File: src/rtl/nru_pkg.sv
package nru_pkg;
  typedef struct packed {
    logic clrRef;   // clear referenced flag of frame under pointer
    logic advance;  // move pointer forward without selecting
    logic commit;   // select frame under pointer as victim
  } sweepStrobes_t;
endpackage

File: src/rtl/nru_sweep_ctrl.sv
module nru_sweep_ctrl
  import nru_pkg::*;
#(
  parameter int NUM_FRAMES = 16
) (
  input  logic          clk,
  input  logic          rstN,
  input  logic          reqValid,
  input  logic          preferClean,
  input  logic          curRef,
  input  logic          curDirty,
  output sweepStrobes_t strb,
  output logic          busy
);
  localparam int CNT_W = $clog2(NUM_FRAMES) + 1;
  localparam logic [CNT_W-1:0] PASS_LAST = CNT_W'(NUM_FRAMES - 1);

  typedef enum logic {ST_IDLE, ST_SCAN} ctrlState_t;

  ctrlState_t stateQ;
  logic       cleanPassQ;
  logic [CNT_W-1:0] passCntQ;

  assign busy = (stateQ == ST_SCAN);

  always_comb begin
    strb = '0;
    if (stateQ == ST_SCAN) begin
      if (cleanPassQ) begin
        if (!curRef && !curDirty) strb.commit  = 1'b1;
        else                      strb.advance = 1'b1;
      end else if (curRef) begin
        strb.clrRef  = 1'b1;
        strb.advance = 1'b1;
      end else begin
        strb.commit = 1'b1;
      end
    end
  end

  always_ff @(posedge clk) begin
    if (!rstN) begin
      stateQ     <= ST_IDLE;
      cleanPassQ <= 1'b0;
      passCntQ   <= '0;
    end else begin
      case (stateQ)
        ST_IDLE: if (reqValid) begin
          stateQ     <= ST_SCAN;
          cleanPassQ <= preferClean;
          passCntQ   <= '0;
        end
        default: begin
          if (strb.commit) begin
            stateQ <= ST_IDLE;
          end else if (cleanPassQ) begin
            if (passCntQ == PASS_LAST) cleanPassQ <= 1'b0;
            else                       passCntQ   <= passCntQ + 1'b1;
          end
        end
      endcase
    end
  end

  // Checker-only count of frames examined in the current search.
  logic [CNT_W:0] examCntQ;
  always_ff @(posedge clk) begin
    if (!rstN)                              examCntQ <= '0;
    else if (stateQ == ST_IDLE && reqValid) examCntQ <= '0;
    else if (stateQ == ST_SCAN)             examCntQ <= examCntQ + 1'b1;
  end

  // search bounded to 2*NUM_FRAMES+1 examinations
  a_r5_search_bounded: assert property (@(posedge clk) disable iff (!rstN)
    busy |-> (examCntQ <= (CNT_W+1)'(2*NUM_FRAMES)));

  // a request seen while busy does not reset the examination count
  a_r9_busy_ignores_req: assert property (@(posedge clk) disable iff (!rstN)
    (busy && !strb.commit) |=> (busy && examCntQ == $past(examCntQ) + 1'b1));
endmodule

File: src/rtl/nru_flag_store.sv
module nru_flag_store
  import nru_pkg::*;
#(
  parameter int NUM_FRAMES = 16
) (
  input  logic                          clk,
  input  logic                          rstN,
  input  logic                          accValid,
  input  logic [$clog2(NUM_FRAMES)-1:0] accIdx,
  input  logic                          accWrite,
  input  sweepStrobes_t                 strb,
  output logic                          curRef,
  output logic                          curDirty,
  output logic                          victimDone,
  output logic [$clog2(NUM_FRAMES)-1:0] victimIdx,
  output logic                          victimDirty
);
  localparam int IDX_W = $clog2(NUM_FRAMES);
  localparam logic [IDX_W-1:0] LAST = IDX_W'(NUM_FRAMES - 1);

  logic [NUM_FRAMES-1:0] refBits;
  logic [NUM_FRAMES-1:0] dirtyBits;
  logic [IDX_W-1:0]      ptrQ;
  logic [IDX_W-1:0]      ptrNext;

  assign curRef   = refBits[ptrQ];
  assign curDirty = dirtyBits[ptrQ];
  assign ptrNext  = (ptrQ == LAST) ? '0 : ptrQ + 1'b1;

  for (genvar g = 0; g < NUM_FRAMES; g++) begin : g_frame
    logic hitAcc;
    logic atPtr;
    assign hitAcc = accValid && (accIdx == IDX_W'(g));
    assign atPtr  = (ptrQ == IDX_W'(g));

    always_ff @(posedge clk) begin
      if (!rstN) begin
        refBits[g]   <= 1'b0;
        dirtyBits[g] <= 1'b0;
      end else begin
        // access has priority over sweep clear and victim clear
        if (hitAcc)                                refBits[g] <= 1'b1;
        else if (atPtr && (strb.clrRef || strb.commit)) refBits[g] <= 1'b0;
        if (hitAcc && accWrite)                    dirtyBits[g] <= 1'b1;
        else if (atPtr && strb.commit)             dirtyBits[g] <= 1'b0;
      end
    end
  end

  always_ff @(posedge clk) begin
    if (!rstN) begin
      ptrQ        <= '0;
      victimDone  <= 1'b0;
      victimIdx   <= '0;
      victimDirty <= 1'b0;
    end else begin
      victimDone <= strb.commit;
      if (strb.advance || strb.commit) ptrQ <= ptrNext;
      if (strb.commit) begin
        victimIdx   <= ptrQ;
        victimDirty <= curDirty;
      end
    end
  end

  // pointer steps by one with wrap, and holds otherwise
  a_r4_ptr_step: assert property (@(posedge clk) disable iff (!rstN)
    (strb.advance || strb.commit) |=>
      (ptrQ == (($past(ptrQ) == LAST) ? '0 : $past(ptrQ) + 1'b1)));
  a_r4_ptr_hold: assert property (@(posedge clk) disable iff (!rstN)
    !(strb.advance || strb.commit) |=> $stable(ptrQ));

  // done is a single-cycle pulse
  a_r6_done_pulse: assert property (@(posedge clk) disable iff (!rstN)
    victimDone |=> !victimDone);

  // victim flags cleared unless an access hits it in the same cycle
  a_r7_victim_cleared: assert property (@(posedge clk) disable iff (!rstN)
    (strb.commit && !(accValid && accIdx == ptrQ)) |=>
      (!refBits[$past(ptrQ)] && !dirtyBits[$past(ptrQ)]));

  // access wins over sweep clear
  a_r8_access_wins: assert property (@(posedge clk) disable iff (!rstN)
    (strb.clrRef && accValid && accIdx == ptrQ) |=> refBits[$past(accIdx)]);
endmodule

File: src/rtl/nru_victim_picker.sv
module nru_victim_picker
  import nru_pkg::*;
#(
  parameter int NUM_FRAMES = 16
) (
  input  logic                          clk,
  input  logic                          rstN,
  input  logic                          accValid,
  input  logic [$clog2(NUM_FRAMES)-1:0] accIdx,
  input  logic                          accWrite,
  input  logic                          reqValid,
  input  logic                          preferClean,
  output logic                          busy,
  output logic                          victimDone,
  output logic [$clog2(NUM_FRAMES)-1:0] victimIdx,
  output logic                          victimDirty
);
  sweepStrobes_t strb;
  logic curRef;
  logic curDirty;

  nru_sweep_ctrl #(.NUM_FRAMES(NUM_FRAMES)) ctrl_i (
    .clk        (clk),
    .rstN       (rstN),
    .reqValid   (reqValid),
    .preferClean(preferClean),
    .curRef     (curRef),
    .curDirty   (curDirty),
    .strb       (strb),
    .busy       (busy)
  );

  nru_flag_store #(.NUM_FRAMES(NUM_FRAMES)) store_i (
    .clk        (clk),
    .rstN       (rstN),
    .accValid   (accValid),
    .accIdx     (accIdx),
    .accWrite   (accWrite),
    .strb       (strb),
    .curRef     (curRef),
    .curDirty   (curDirty),
    .victimDone (victimDone),
    .victimIdx  (victimIdx),
    .victimDirty(victimDirty)
  );
endmodule

File: config.mk
export PLATFORM = sky130hd
export DESIGN_NAME = nru_victim_picker
export DESIGN_NICKNAME = d
export VERILOG_FILES = /design/src/rtl/nru_pkg.sv /design/src/rtl/nru_sweep_ctrl.sv /design/src/rtl/nru_flag_store.sv /design/src/rtl/nru_victim_picker.sv
export SDC_FILE = /design/constraint.sdc
export NUM_CORES = 1
export LEC_CHECK = 0
export BUFFER_PORTS_ARGS = -buffer_cell sky130_fd_sc_hd__buf_2
export CORE_ASPECT_RATIO = 1.75
export CORE_MARGIN = 2
export CORE_UTILIZATION = 60
export DETAILED_ROUTE_END_ITERATION = 8
export PLACE_DENSITY = 0.79
export REMOVE_ABC_BUFFERS = 1
export SLEW_MARGIN = 20
export SYNTH_ARGS = -nofsm -noshare
export SYNTH_HDL_FRONTEND = slang
export SYNTH_SLANG_ARGS = --single-unit
File: constraint.sdc
create_clock -name clk -period 3.4 [get_ports clk]
set_clock_uncertainty 0.2 [all_clocks]
set_input_delay 0.68 -clock clk [delete_from_list [all_inputs] [get_ports clk]]
set_output_delay 0.68 -clock clk [all_outputs]
set_load 0.05 [all_outputs]
==> run_results.csv, run 1 <==
group,metric,value,unit
power,p_sw,0.286,mW
setup_path,path_max_fanout,20,
run,cap_violations,0,
floorplan,floorplan.die.height,89.2,µm
drt,wirelength,6140,µm
clocking,clk_root_buffer_cell,"sky130_fd_sc_hd__clkbuf_8",
synthesis,yosysWarningCount,0,
clocking,number_of_buffers_added_by_the_clock_tree_synthesis_step,5,
power,power.density_cell_area,401,nW/µm²
power,seqPwrFrac,55.9,%
synthesis,syn_area_per_cell,8.46,µm²
finish,final_common_cell,"sky130_fd_sc_hd__nand2_1",
sta,post-route-min-period,2.86,ns
setup_path,signal_arrival_time_at_the_worst_endpoint,2.86,ns
setup_path,worst_setup_path_end_kind,"flip-flop",
floorplan,initial_core_util,61.1,%
place,place.detailed.instances,346,
clocking,cts.path.max_buffers,2,
floorplan,std_cell_rows,31,
place,globalplace.congestion,0.881,
grt,gr-usage-all-layers,29.4,%
setup_path,timing.reg2reg.setup_slack,0.54,ns
clocking,post_cts_buffers,0,
power,leakagePower,0.992,nW
place,numPortBuffers,16,
drt,drt-pass1-iter-count,4,
sta,tightest_slew,0.857,ns
power,share_clk_of_total_power,32.2,%
sta,layout_worst_path_cycle_share,84.1,%
finish,layoutNonFillerInstCount,353,
grt,antenna_found_initial,0,
finish,layout-area-overhead-vs-synth,7.54,%
synthesis,number_of_synthesized_flops_with_an_enable_pin,0,
clocking,cts.sinks,49,
place,place_worst_setup_slack,0.594,ns
sta,report.final.hold_viol_count,0,
clocking,clk_transition_reported_paths,0.08,ns
worst_hold_path,worst_hold_startpoint,"store_i.refBits[2]",
clocking,ctsResizeCount,0,
setup_path,cp.required,3.40,ns
synthesis,async_reset_ff_share,0,%
synthesis,synthesis.instances,294,
synthesis,post_synthesis_sequential_element_count,49,
sta,setup_violations,0,
setup_path,worstReg2RegStart,"store_i.ptrQ[2]",
floorplan,design.core.area,4070,µm²
setup_path,crit_start,"store_i.ptrQ[2]",
drt,via_per_inst,6.18,
worst_hold_path,min_delay_worst_type,"reg2reg",
power,cell_internal_pwr,0.789,mW
clocking,cts_tree,"yes",
floorplan,io_pins,17,
synthesis,synth.distinct_cells,40,
finish,layout.cells.most_common_list,"sky130_fd_sc_hd__nand2_1 (63), sky130_fd_sc_hd__dfxtp_1 (49), sky130_fd_sc_hd__a21oi_1 (21)",
synthesis,postSynth.topFlopCell,"sky130_fd_sc_hd__dfxtp_1",
clocking,ctsHtreeMaxLevel,2,
grt,grt_pass1_vias,2052,
floorplan,dieWidth,52.7,µm
finish,final_cell_area,2680,µm²
setup_path,worstSetupPathType,"reg2reg",
sta,setup_ws,0.542,ns
finish,final_net_count,320,
floorplan,dieArea,4700,µm²
clocking,worstSkewPairLatency,0.30,ns
drt,vias,2183,
synthesis,synth-seq-area-share,39.4,%
grt,grt_first_pass_wirelength,10100,µm
outcome,outcome,"finished clean",
finish,antenna_diode_count,0,
sta,max-slew-margin-rel,42.8,%
drt,routed_wire_length_per_instance,17.4,µm
setup_path,critPathLaunchType,"flip-flop",
grt,global_route.overflow_total,0,
grt,grt_start_max_net_pins,29,
power,swShare,26.6,%
clocking,hold_buffers,0,
place,dpl-instance-area,2590,µm²
power,worst_vdd_rail_ir_drop,0.000285,V
sta,tns_setup,0,ns
place,dpl.hpwl,4420,µm
power,comb_power_share,12.0,%
sta,max_clock_freq,350,MHz
drt,route.antenna.remaining_nets,0,
synthesis,post_synth_instance_area,2490,µm²
finish,drive_above_1_share,12.2,%
sta,slew_viol_final,0,
drt,drc_violation_count_after_routing,0,
finish,nFillCells,361,
drt,initialDrtViolationCount,91,
sta,setup_repair_after_global_routing_missed_its_margin,"false",
[layout make-up]
| cell class | instances | area [µm²] | area share (%) |
|---|---|---|---|
| multi-input cells | 222 | 1420 | 52.9 |
| flip-flops and latches | 49 | 981 | 36.7 |
| repair buffers | 20 | 110 | 4.11 |
| clock buffers | 7 | 86.3 | 3.23 |
| well taps | 49 | 61.3 | 2.29 |
| inverters | 6 | 22.5 | 0.842 |
[through the flow]
| stage | util [%] | total power [mW] | hold slack [ns] |
|---|---|---|---|
| detailed placement | 63.6 | 0.740 | 0.254 |
| finish | 65.7 | 1.07 | 0.265 |
| global placement | 63.6 | 0.740 | 0.250 |
| CTS | 65.7 | 1.08 | 0.266 |
| global route | 65.7 | 1.12 | 0.290 |
| floorplan | - | 0.692 | 0.239 |
[logic make-up (layout without fill, tap and decap cells)]
kind of cell / count (synthesis) / after routing / share of synthesized area [%]
fa+ha+maj: 6 / 6 / 3.02
flops: 49 / 49 / 39.4
mux: 19 / 19 / 10.6
xor+xnor: 1 / 1 / 0.352
simple gates: 124 / 124 / 23.1
buf+inv: 23 / 33 / 3.72
compound gates: 72 / 72 / 19.9
[metal layers]
layer / global-route usage, % / wire length, µm / vias up
li1: - / - / 1084
met1: 35.3 / 2480 / 1014
met2: 50.3 / 3180 / 70
met3: 5.02 / 277 / 15
met4: 13.1 / 196 / 0
met5: 0 / 0 / -
[path summary, 6_finish.rpt]
check,end,cells after the start
worst max-delay path,store_i.dirtyBits[1],7
worst min-delay path,store_i.refBits[2],2
worst max register to register,store_i.dirtyBits[1],7
worst min register to register,store_i.refBits[2],2
[synth_stat cells, types with 2 or more instances]
cell | count | area, µm²
sky130_fd_sc_hd__or3_1 | 4 | 25.0
sky130_fd_sc_hd__mux4_2 | 3 | 67.6
sky130_fd_sc_hd__a21oi_1 | 21 | 105
sky130_fd_sc_hd__nand2_1 | 63 | 236
sky130_fd_sc_hd__o21ai_0 | 5 | 25.0
sky130_fd_sc_hd__inv_1 | 5 | 18.8
sky130_fd_sc_hd__nor2_1 | 12 | 45.0
sky130_fd_sc_hd__o22ai_1 | 2 | 12.5
sky130_fd_sc_hd__nor2b_1 | 9 | 56.3
sky130_fd_sc_hd__buf_1 | 3 | 11.3
sky130_fd_sc_hd__a2bb2oi_1 | 2 | 17.5
sky130_fd_sc_hd__o31ai_1 | 14 | 105
sky130_fd_sc_hd__dfxtp_1 | 49 | 981
sky130_fd_sc_hd__buf_2 | 5 | 25.0
sky130_fd_sc_hd__and3_1 | 4 | 25.0
sky130_fd_sc_hd__nand2b_1 | 3 | 18.8
sky130_fd_sc_hd__a22oi_1 | 2 | 15.0
sky130_fd_sc_hd__clkbuf_1 | 9 | 33.8
sky130_fd_sc_hd__a32o_1 | 3 | 30.0
sky130_fd_sc_hd__mux2_2 | 5 | 56.3
sky130_fd_sc_hd__mux2i_1 | 9 | 90.1
sky130_fd_sc_hd__a311oi_1 | 2 | 17.5
sky130_fd_sc_hd__ha_1 | 6 | 75.1
sky130_fd_sc_hd__nand3_1 | 14 | 70.1
sky130_fd_sc_hd__nor3_1 | 3 | 15.0
sky130_fd_sc_hd__o41ai_1 | 5 | 43.8
sky130_fd_sc_hd__o211ai_1 | 12 | 90.1
sky130_fd_sc_hd__nand4_1 | 3 | 18.8
sky130_fd_sc_hd__and2_1 | 6 | 37.5
[flip-flops by register name, indices dropped and copies added, names as in the netlist]
name                 cells
ctrl_i.cleanPassQ        1
store_i.victimDirty      1
store_i.victimDone       1
store_i.dirtyBits       16
store_i.victimIdx        4
ctrl_i.passCntQ          5
store_i.ptrQ             4
ctrl_i.busy              1
store_i.refBits         16
[power by group through the flow]
stage,logic [mW],registers (mW),clock network (mW)
2_1_floorplan,0.0676,0.624,0
3_3_place_gp,0.126,0.613,0
3_5_place_dp,0.127,0.613,0
4_1_cts,0.127,0.600,0.349
5_1_grt,0.140,0.602,0.376
6_report,0.128,0.600,0.346
[worst max-delay path: stages (launching register included)]
cell                       delay, ns
sky130_fd_sc_hd__dfxtp_1        0.61
sky130_fd_sc_hd__mux4_2         0.57
sky130_fd_sc_hd__mux2_2         0.31
sky130_fd_sc_hd__mux2i_4        0.18
sky130_fd_sc_hd__nand4_1        0.28
sky130_fd_sc_hd__buf_4          0.32
sky130_fd_sc_hd__o211ai_1       0.19
sky130_fd_sc_hd__nand2_1        0.08
(Power assumes the default switching activity.)
==> run 2, diff against run 1 <==
--- a/config.mk
+++ b/config.mk
@@ -8,9 +8,9 @@
 export BUFFER_PORTS_ARGS = -buffer_cell sky130_fd_sc_hd__buf_2
 export CORE_ASPECT_RATIO = 1.75
 export CORE_MARGIN = 2
-export CORE_UTILIZATION = 60
+export CORE_UTILIZATION = 54
 export DETAILED_ROUTE_END_ITERATION = 8
-export PLACE_DENSITY = 0.79
+export PLACE_DENSITY = 0.75
 export REMOVE_ABC_BUFFERS = 1
 export SLEW_MARGIN = 20
 export SYNTH_ARGS = -nofsm -noshare
==> constraint.sdc (replaced) <==
create_clock -name clk -period 2.4 [get_ports clk]
set_clock_uncertainty 0.2 [all_clocks]
set_input_delay 0.48 -clock clk [delete_from_list [all_inputs] [get_ports clk]]
set_output_delay 0.48 -clock clk [all_outputs]
set_load 0.05 [all_outputs]
==> run_results.csv, run 2 (synthesis gave the netlist of run 1 again) <==
group,metric,value,unit
outcome,outcome,"complete, but fails checks",
outcome,violated_checks,"setup timing",
grt,grt_first_pass_wirelength,11000,µm
sta,tightest_slew,0.602,ns
drt,vias,2323,
finish,drive_above_1_share,23.0,%
floorplan,design.core.area,4400,µm²
sta,max_clock_freq,410,MHz
setup_path,worst_setup_path_end_kind,"flip-flop",
sta,setup_ws,-0.0393,ns
sta,setup_repair_after_global_routing_missed_its_margin,"true",
drt,routed_wire_length_per_instance,17.8,µm
sta,max-slew-margin-rel,59.5,%
floorplan,dieArea,5190,µm²
power,power.density_cell_area,533,nW/µm²
clocking,worstSkewPairLatency,0.30,ns
power,worst_vdd_rail_ir_drop,0.000513,V
sta,layout_worst_path_cycle_share,102,%
setup_path,crit_start,"store_i.ptrQ[2]",
finish,layout.cells.most_common_list,"sky130_fd_sc_hd__nand2_1 (63), sky130_fd_sc_hd__dfxtp_1 (47), sky130_fd_sc_hd__a21oi_1 (21)",
grt,global_route.overflow_total,0,
floorplan,std_cell_rows,32,
worst_hold_path,min_delay_worst_type,"in2reg",
finish,fin_util,67.3,%
place,numPortBuffers,16,
clocking,clk_root_buffer_cell,"sky130_fd_sc_hd__clkbuf_8",
finish,final_net_count,342,
finish,nFillCells,374,
grt,grt_start_max_net_pins,28,
sta,report.final.hold_viol_count,0,
sta,tns_setup,-0.0393,ns
sta,setup_violations,1,
setup_path,worstReg2RegStart,"store_i.ptrQ[2]",
clocking,cts_tree,"yes",
drt,drc_violation_count_after_routing,0,
floorplan,initial_core_util,56.5,%
sta,post-route-min-period,2.44,ns
clocking,number_of_buffers_added_by_the_clock_tree_synthesis_step,5,
place,dpl-instance-area,2710,µm²
drt,route.antenna.remaining_nets,0,
power,power,1.58,mW
setup_path,signal_arrival_time_at_the_worst_endpoint,2.43,ns
setup_path,critPathLaunchType,"flip-flop",
clocking,ctsHtreeMaxLevel,2,
clocking,cts.sinks,49,
setup_path,path_max_fanout,7,
grt,antenna_found_initial,0,
drt,initialDrtViolationCount,123,
clocking,clk_transition_reported_paths,0.09,ns
place,dpl.hpwl,4800,µm
grt,grt_pass1_vias,2279,
run,cap_violations,0,
finish,antenna_diode_count,0,
finish,largest_registers,"store_i.dirtyBits: 16 flops, store_i.refBits: 16 flops, ctrl_i.passCntQ: 5 flops",
setup_path,cp.required,2.39,ns
clocking,cts.path.max_buffers,2,
floorplan,io_pins,17,
power,leakagePower,1.13,nW
worst_hold_path,worst_hold_startpoint,"reqValid",
floorplan,floorplan.die.height,93.8,µm
setup_path,worstSetupPathType,"reg2reg",
finish,final_common_cell,"sky130_fd_sc_hd__nand2_1",
grt,gr-usage-all-layers,27.2,%
finish,layout-area-overhead-vs-synth,19.1,%
finish,final_cell_area,2960,µm²
sta,slew_viol_final,0,
floorplan,dieWidth,55.3,µm
place,globalplace.congestion,0.878,
place,place_worst_setup_slack,-0.167,ns
drt,drt-pass1-iter-count,4,
drt,via_per_inst,6.16,
drt,wirelength,6710,µm
## run 2: cell count changes in the layout (fill, tap and decap cells not counted), sizes merged
cell / before / now
buf: 20 / 42
## run 2: layout make-up
type	instances	area, µm²	share of cell area, %
Tap cell	51	63.8	2.15
Multi-Input combinational cell	222	1490	50.2
Inverter	6	22.5	0.760
Timing Repair Buffer	42	314	10.6
Sequential cell	49	988	33.4
Clock buffer	7	86.3	2.91
## run 2: critical path, cell delays in order, from the launching register on
cell                       delay (ns)
sky130_fd_sc_hd__dfxtp_4         0.40
sky130_fd_sc_hd__mux4_2          0.50
sky130_fd_sc_hd__mux2_4          0.29
sky130_fd_sc_hd__mux2i_4         0.18
sky130_fd_sc_hd__nand4_1         0.13
sky130_fd_sc_hd__buf_6           0.17
sky130_fd_sc_hd__buf_6           0.13
sky130_fd_sc_hd__o211ai_1        0.23
sky130_fd_sc_hd__nand2_1         0.10
## run 2: what timing repair did
item	4_1_cts	5_1_grt
gates resized for setup	8	27
gates cloned	0	1
hold buffers	0	0
pin swaps	4	9
buffers inserted	2	3
endpoints found under the hold margin	0	0
endpoints found under the setup margin	26	32
## run 2: path summary, 6_finish.rpt
check	to	slack [ns]	cells after the start
worst min register to register	store_i.victimIdx[3]	0.26	2
worst min-delay path	ctrl_i.busy	0.22	3
worst max-delay path	store_i.dirtyBits[9]	-0.04	8
worst max register to register	store_i.dirtyBits[9]	-0.04	8
## run 2: metal layers
layer,track usage (%),routed length [µm],vias up
li1,-,-,1132
met4,16.9,369,0
met5,0,0,-
met2,49.0,3540,70
met1,29.4,2590,1095
met3,3.86,210,26
## run 2: metrics by stage
stage                     hold WS, ns  cells
after global routing            0.237    377
after global placement          0.251    364
after CTS                       0.229    373
after floorplan                 0.239    277
after detailed placement        0.261    364
final                           0.223    377
## run 2: where the power goes
part           total [mW]  internal, mW  switching, mW
combinational       0.238        0.0935          0.145
clock               0.496         0.229          0.266
sequential          0.846         0.829         0.0173
total                1.58          1.15          0.428
==> run 3, diff against run 2 <==
--- a/config.mk
+++ b/config.mk
@@ -15,4 +15,5 @@
 export SLEW_MARGIN = 20
 export SYNTH_ARGS = -nofsm -noshare
 export SYNTH_HDL_FRONTEND = slang
+export SYNTH_HIERARCHICAL = 1
 export SYNTH_SLANG_ARGS = --single-unit
==> run_results.csv, run 3 <==
group,metric,value,unit
worst_hold_path,min_delay_worst_type,"in2reg",
floorplan,dieArea,5390,µm²
synthesis,yosysWarningCount,6,
synthesis,yosysTopAreaCellShare,37.8,%
power,seqPwrFrac,51.0,%
clocking,clk_transition_reported_paths,0.09,ns
power,worst_vdd_rail_ir_drop,0.000487,V
sta,max-slew-margin-rel,64.4,%
sta,report.final.hold_viol_count,0,
floorplan,dieWidth,56.4,µm
drt,vias,2251,
synthesis,synth.distinct_cells,42,
power,share_clk_of_total_power,36.1,%
synthesis,postSynth.topFlopCell,"sky130_fd_sc_hd__dfxtp_1",
synthesis,yosys.area_share.xor_xnor,0.338,%
synthesis,syn_area_per_cell,9.13,µm²
clocking,clk_root_buffer_cell,"sky130_fd_sc_hd__clkbuf_8",
drt,via_per_inst,6.08,
setup_path,worst_setup_path_end_kind,"flip-flop",
synthesis,largest_family_of_logic_cells_by_synthesized_area,"compound AO/OA/AOI/OAI gates",
grt,gr-usage-all-layers,24.7,%
sta,tns_setup,-9.44,ns
power,power.density_cell_area,545,nW/µm²
floorplan,initial_core_util,55.6,%
outcome,outcome,"complete, but fails checks",
power,leakagePower,1.12,nW
sta,slew_viol_final,0,
synthesis,async_reset_ff_share,0,%
place,globalplace.congestion,0.828,
synthesis,synth_top_cell_by_area,"sky130_fd_sc_hd__dfxtp_1",
sta,setup_ws,-0.297,ns
finish,layoutNonFillerInstCount,370,
drt,routed_wire_length_per_instance,17.2,µm
finish,fin_util,65.3,%
clocking,ctsHtreeMaxLevel,2,
setup_path,signal_arrival_time_at_the_worst_endpoint,2.74,ns
floorplan,design.core.area,4670,µm²
finish,drive_above_1_share,23.9,%
setup_path,path_max_fanout,5,
drt,drc_violation_count_after_routing,0,
floorplan,floorplan.die.height,95.7,µm
setup_path,critPathBufInv,0,
synthesis,synth_area_leaders,"sky130_fd_sc_hd__dfxtp_1 (38%), sky130_fd_sc_hd__mux4_1 (7.1%), sky130_fd_sc_hd__a21boi_0 (5.2%)",
drt,drt-pass1-iter-count,4,
power,swShare,25.8,%
power,cell_internal_pwr,1.23,mW
finish,antenna_diode_count,0,
setup_path,timing.reg2reg.setup_slack,-0.30,ns
synthesis,number_of_synthesized_flops_with_an_enable_pin,0,
place,dpl.hpwl,4450,µm
setup_path,cpPeakStageDelay,0.53,ns
setup_path,worst_path_most_repeated_cell,"sky130_fd_sc_hd__mux4_2",
grt,antenna_found_initial,0,
place,numPortBuffers,16,
finish,layout.cells.most_common_list,"sky130_fd_sc_hd__dfxtp_1 (47), sky130_fd_sc_hd__nand2_1 (22), sky130_fd_sc_hd__buf_4 (19)",
sta,tightest_slew,0.533,ns
floorplan,std_cell_rows,33,
synthesis,synth.most_common_cell,"sky130_fd_sc_hd__dfxtp_1",
synthesis,post_synthesis_sequential_element_count,49,
synthesis,synthesis.instances,284,
finish,layout-area-overhead-vs-synth,17.5,%
sta,post-route-min-period,2.70,ns
finish,final_net_count,333,
clocking,cts.sinks,49,
power,p_sw,0.428,mW
synthesis,synthAdderAreaFrac,2.90,%
finish,largest_registers,"store_i/dirtyBits: 16 flops, store_i/refBits: 16 flops, ctrl_i/passCntQ: 5 flops",
setup_path,critPathLaunchType,"flip-flop",
clocking,number_of_buffers_added_by_the_clock_tree_synthesis_step,5,
drt,initialDrtViolationCount,60,
drt,route.antenna.remaining_nets,0,
drt,wirelength,6370,µm
synthesis,synth_compound_gate_area_share,23.1,%
synthesis,post_synth_instance_area,2590,µm²
synthesis,synth-simple-area-share,18.2,%
setup_path,worstSetupPathType,"reg2reg",
synthesis,synthTopCellsByCount,"sky130_fd_sc_hd__dfxtp_1 (49), sky130_fd_sc_hd__nand2_1 (24), sky130_fd_sc_hd__o21ai_0 (20)",
clocking,cts.path.max_buffers,2,
place,place.detailed.instances,359,
clocking,worstSkewPairLatency,0.31,ns
grt,grt_start_max_net_pins,35,
outcome,violated_checks,"setup timing",
grt,grt_first_pass_wirelength,10400,µm
grt,global_route.overflow_total,0,
setup_path,timing.critical_path.max_delay_family,"multiplexers",
synthesis,synth-seq-area-share,37.8,%
floorplan,io_pins,17,
setup_path,highest_delay_cell_along_the_critical_path,"sky130_fd_sc_hd__mux4_2",
setup_path,crit_chain,"mux4_2 > mux4_2 > a21oi_2 > and2_4 > o21ai_0 > or4_1 > a21boi_1",
synthesis,synth_mux_area_share,12.3,%
setup_path,cp.required,2.44,ns
power,comb_power_share,12.9,%
sta,setup_violations,45,
sta,setup_repair_after_global_routing_missed_its_margin,"true",
finish,final_common_cell,"sky130_fd_sc_hd__dfxtp_1",
sta,max_clock_freq,371,MHz
sta,layout_worst_path_cycle_share,112,%
grt,grt_pass1_vias,2249,
clocking,cts_tree,"yes",
run,cap_violations,0,
## run 3: worst paths after layout
check                         from               endpoint  cells past startpoint
max                store_i/ptrQ[0]        store_i/ptrQ[3]                      7
max reg2reg        store_i/ptrQ[0]        store_i/ptrQ[3]                      7
min reg2reg  store_i/dirtyBits[14]  store_i/dirtyBits[14]                      2
min                       reqValid            ctrl_i/busy                      3
## run 3: cells by family after synthesis
group,count (synthesis)
buffers and inverters,33
flip-flops,49
adder cells (fa/ha/maj),6
AND/OR/NAND/NOR,89
AO/OA/AOI/OAI,88
multiplexers,18
XOR/XNOR,1
## run 3: what timing repair did
item                                    CTS  global route
endpoints found under the setup margin   49            49
resized for setup                        30            13
hold buffers                              0             0
pin swaps                                13             9
setup buffers                             2             1
cloned                                    2             0
## run 3: final cells by class
| type | count | area, µm² |
|---|---|---|
| fillers | 382 | 1620 |
| inverters | 16 | 60.1 |
| flip-flops and latches | 49 | 986 |
| well taps | 52 | 65.1 |
| clock inverters | 3 | 43.8 |
| repair buffers | 42 | 299 |
| clock buffers | 5 | 68.8 |
| multi-input cells | 203 | 1520 |
## run 3: stage by stage
| step | setup WS [ns] | total power [mW] | instance area [µm²] | hold WS, ns |
|---|---|---|---|---|
| 6_report | -0.297 | 1.66 | 3050 | 0.268 |
| 5_1_grt | -0.381 | 1.71 | 3050 | 0.304 |
| 4_1_cts | -0.262 | 1.66 | 3030 | 0.265 |
| 3_5_place_dp | -0.609 | 1.05 | 2840 | 0.273 |
| 3_3_place_gp | -0.468 | 1.05 | 2840 | 0.270 |
| 2_1_floorplan | -0.975 | 0.968 | 2520 | 0.250 |
## run 3: power groups by stage
stage | sequential [mW] | clock [mW] | combinational, mW
2_1_floorplan | 0.875 | 0 | 0.0935
4_1_cts | 0.846 | 0.606 | 0.209
5_1_grt | 0.848 | 0.634 | 0.232
6_report | 0.846 | 0.600 | 0.215
3_3_place_gp | 0.862 | 0 | 0.186
3_5_place_dp | 0.863 | 0 | 0.188
## run 3: layer usage
metal	share of wire (%)	GRT usage, %	vias up
li1	-	-	1096
met1	40	27.8	1092
met2	54	44.5	47
met3	2.9	3.12	16
met4	3.0	14.1	0
met5	0	0	-
## run 3: tightest hold or removal path, stage by stage
cell,delay (ns)
sky130_fd_sc_hd__buf_2,0.11
sky130_fd_sc_hd__o21ai_0,0.08
sky130_fd_sc_hd__nor2_1,0.08
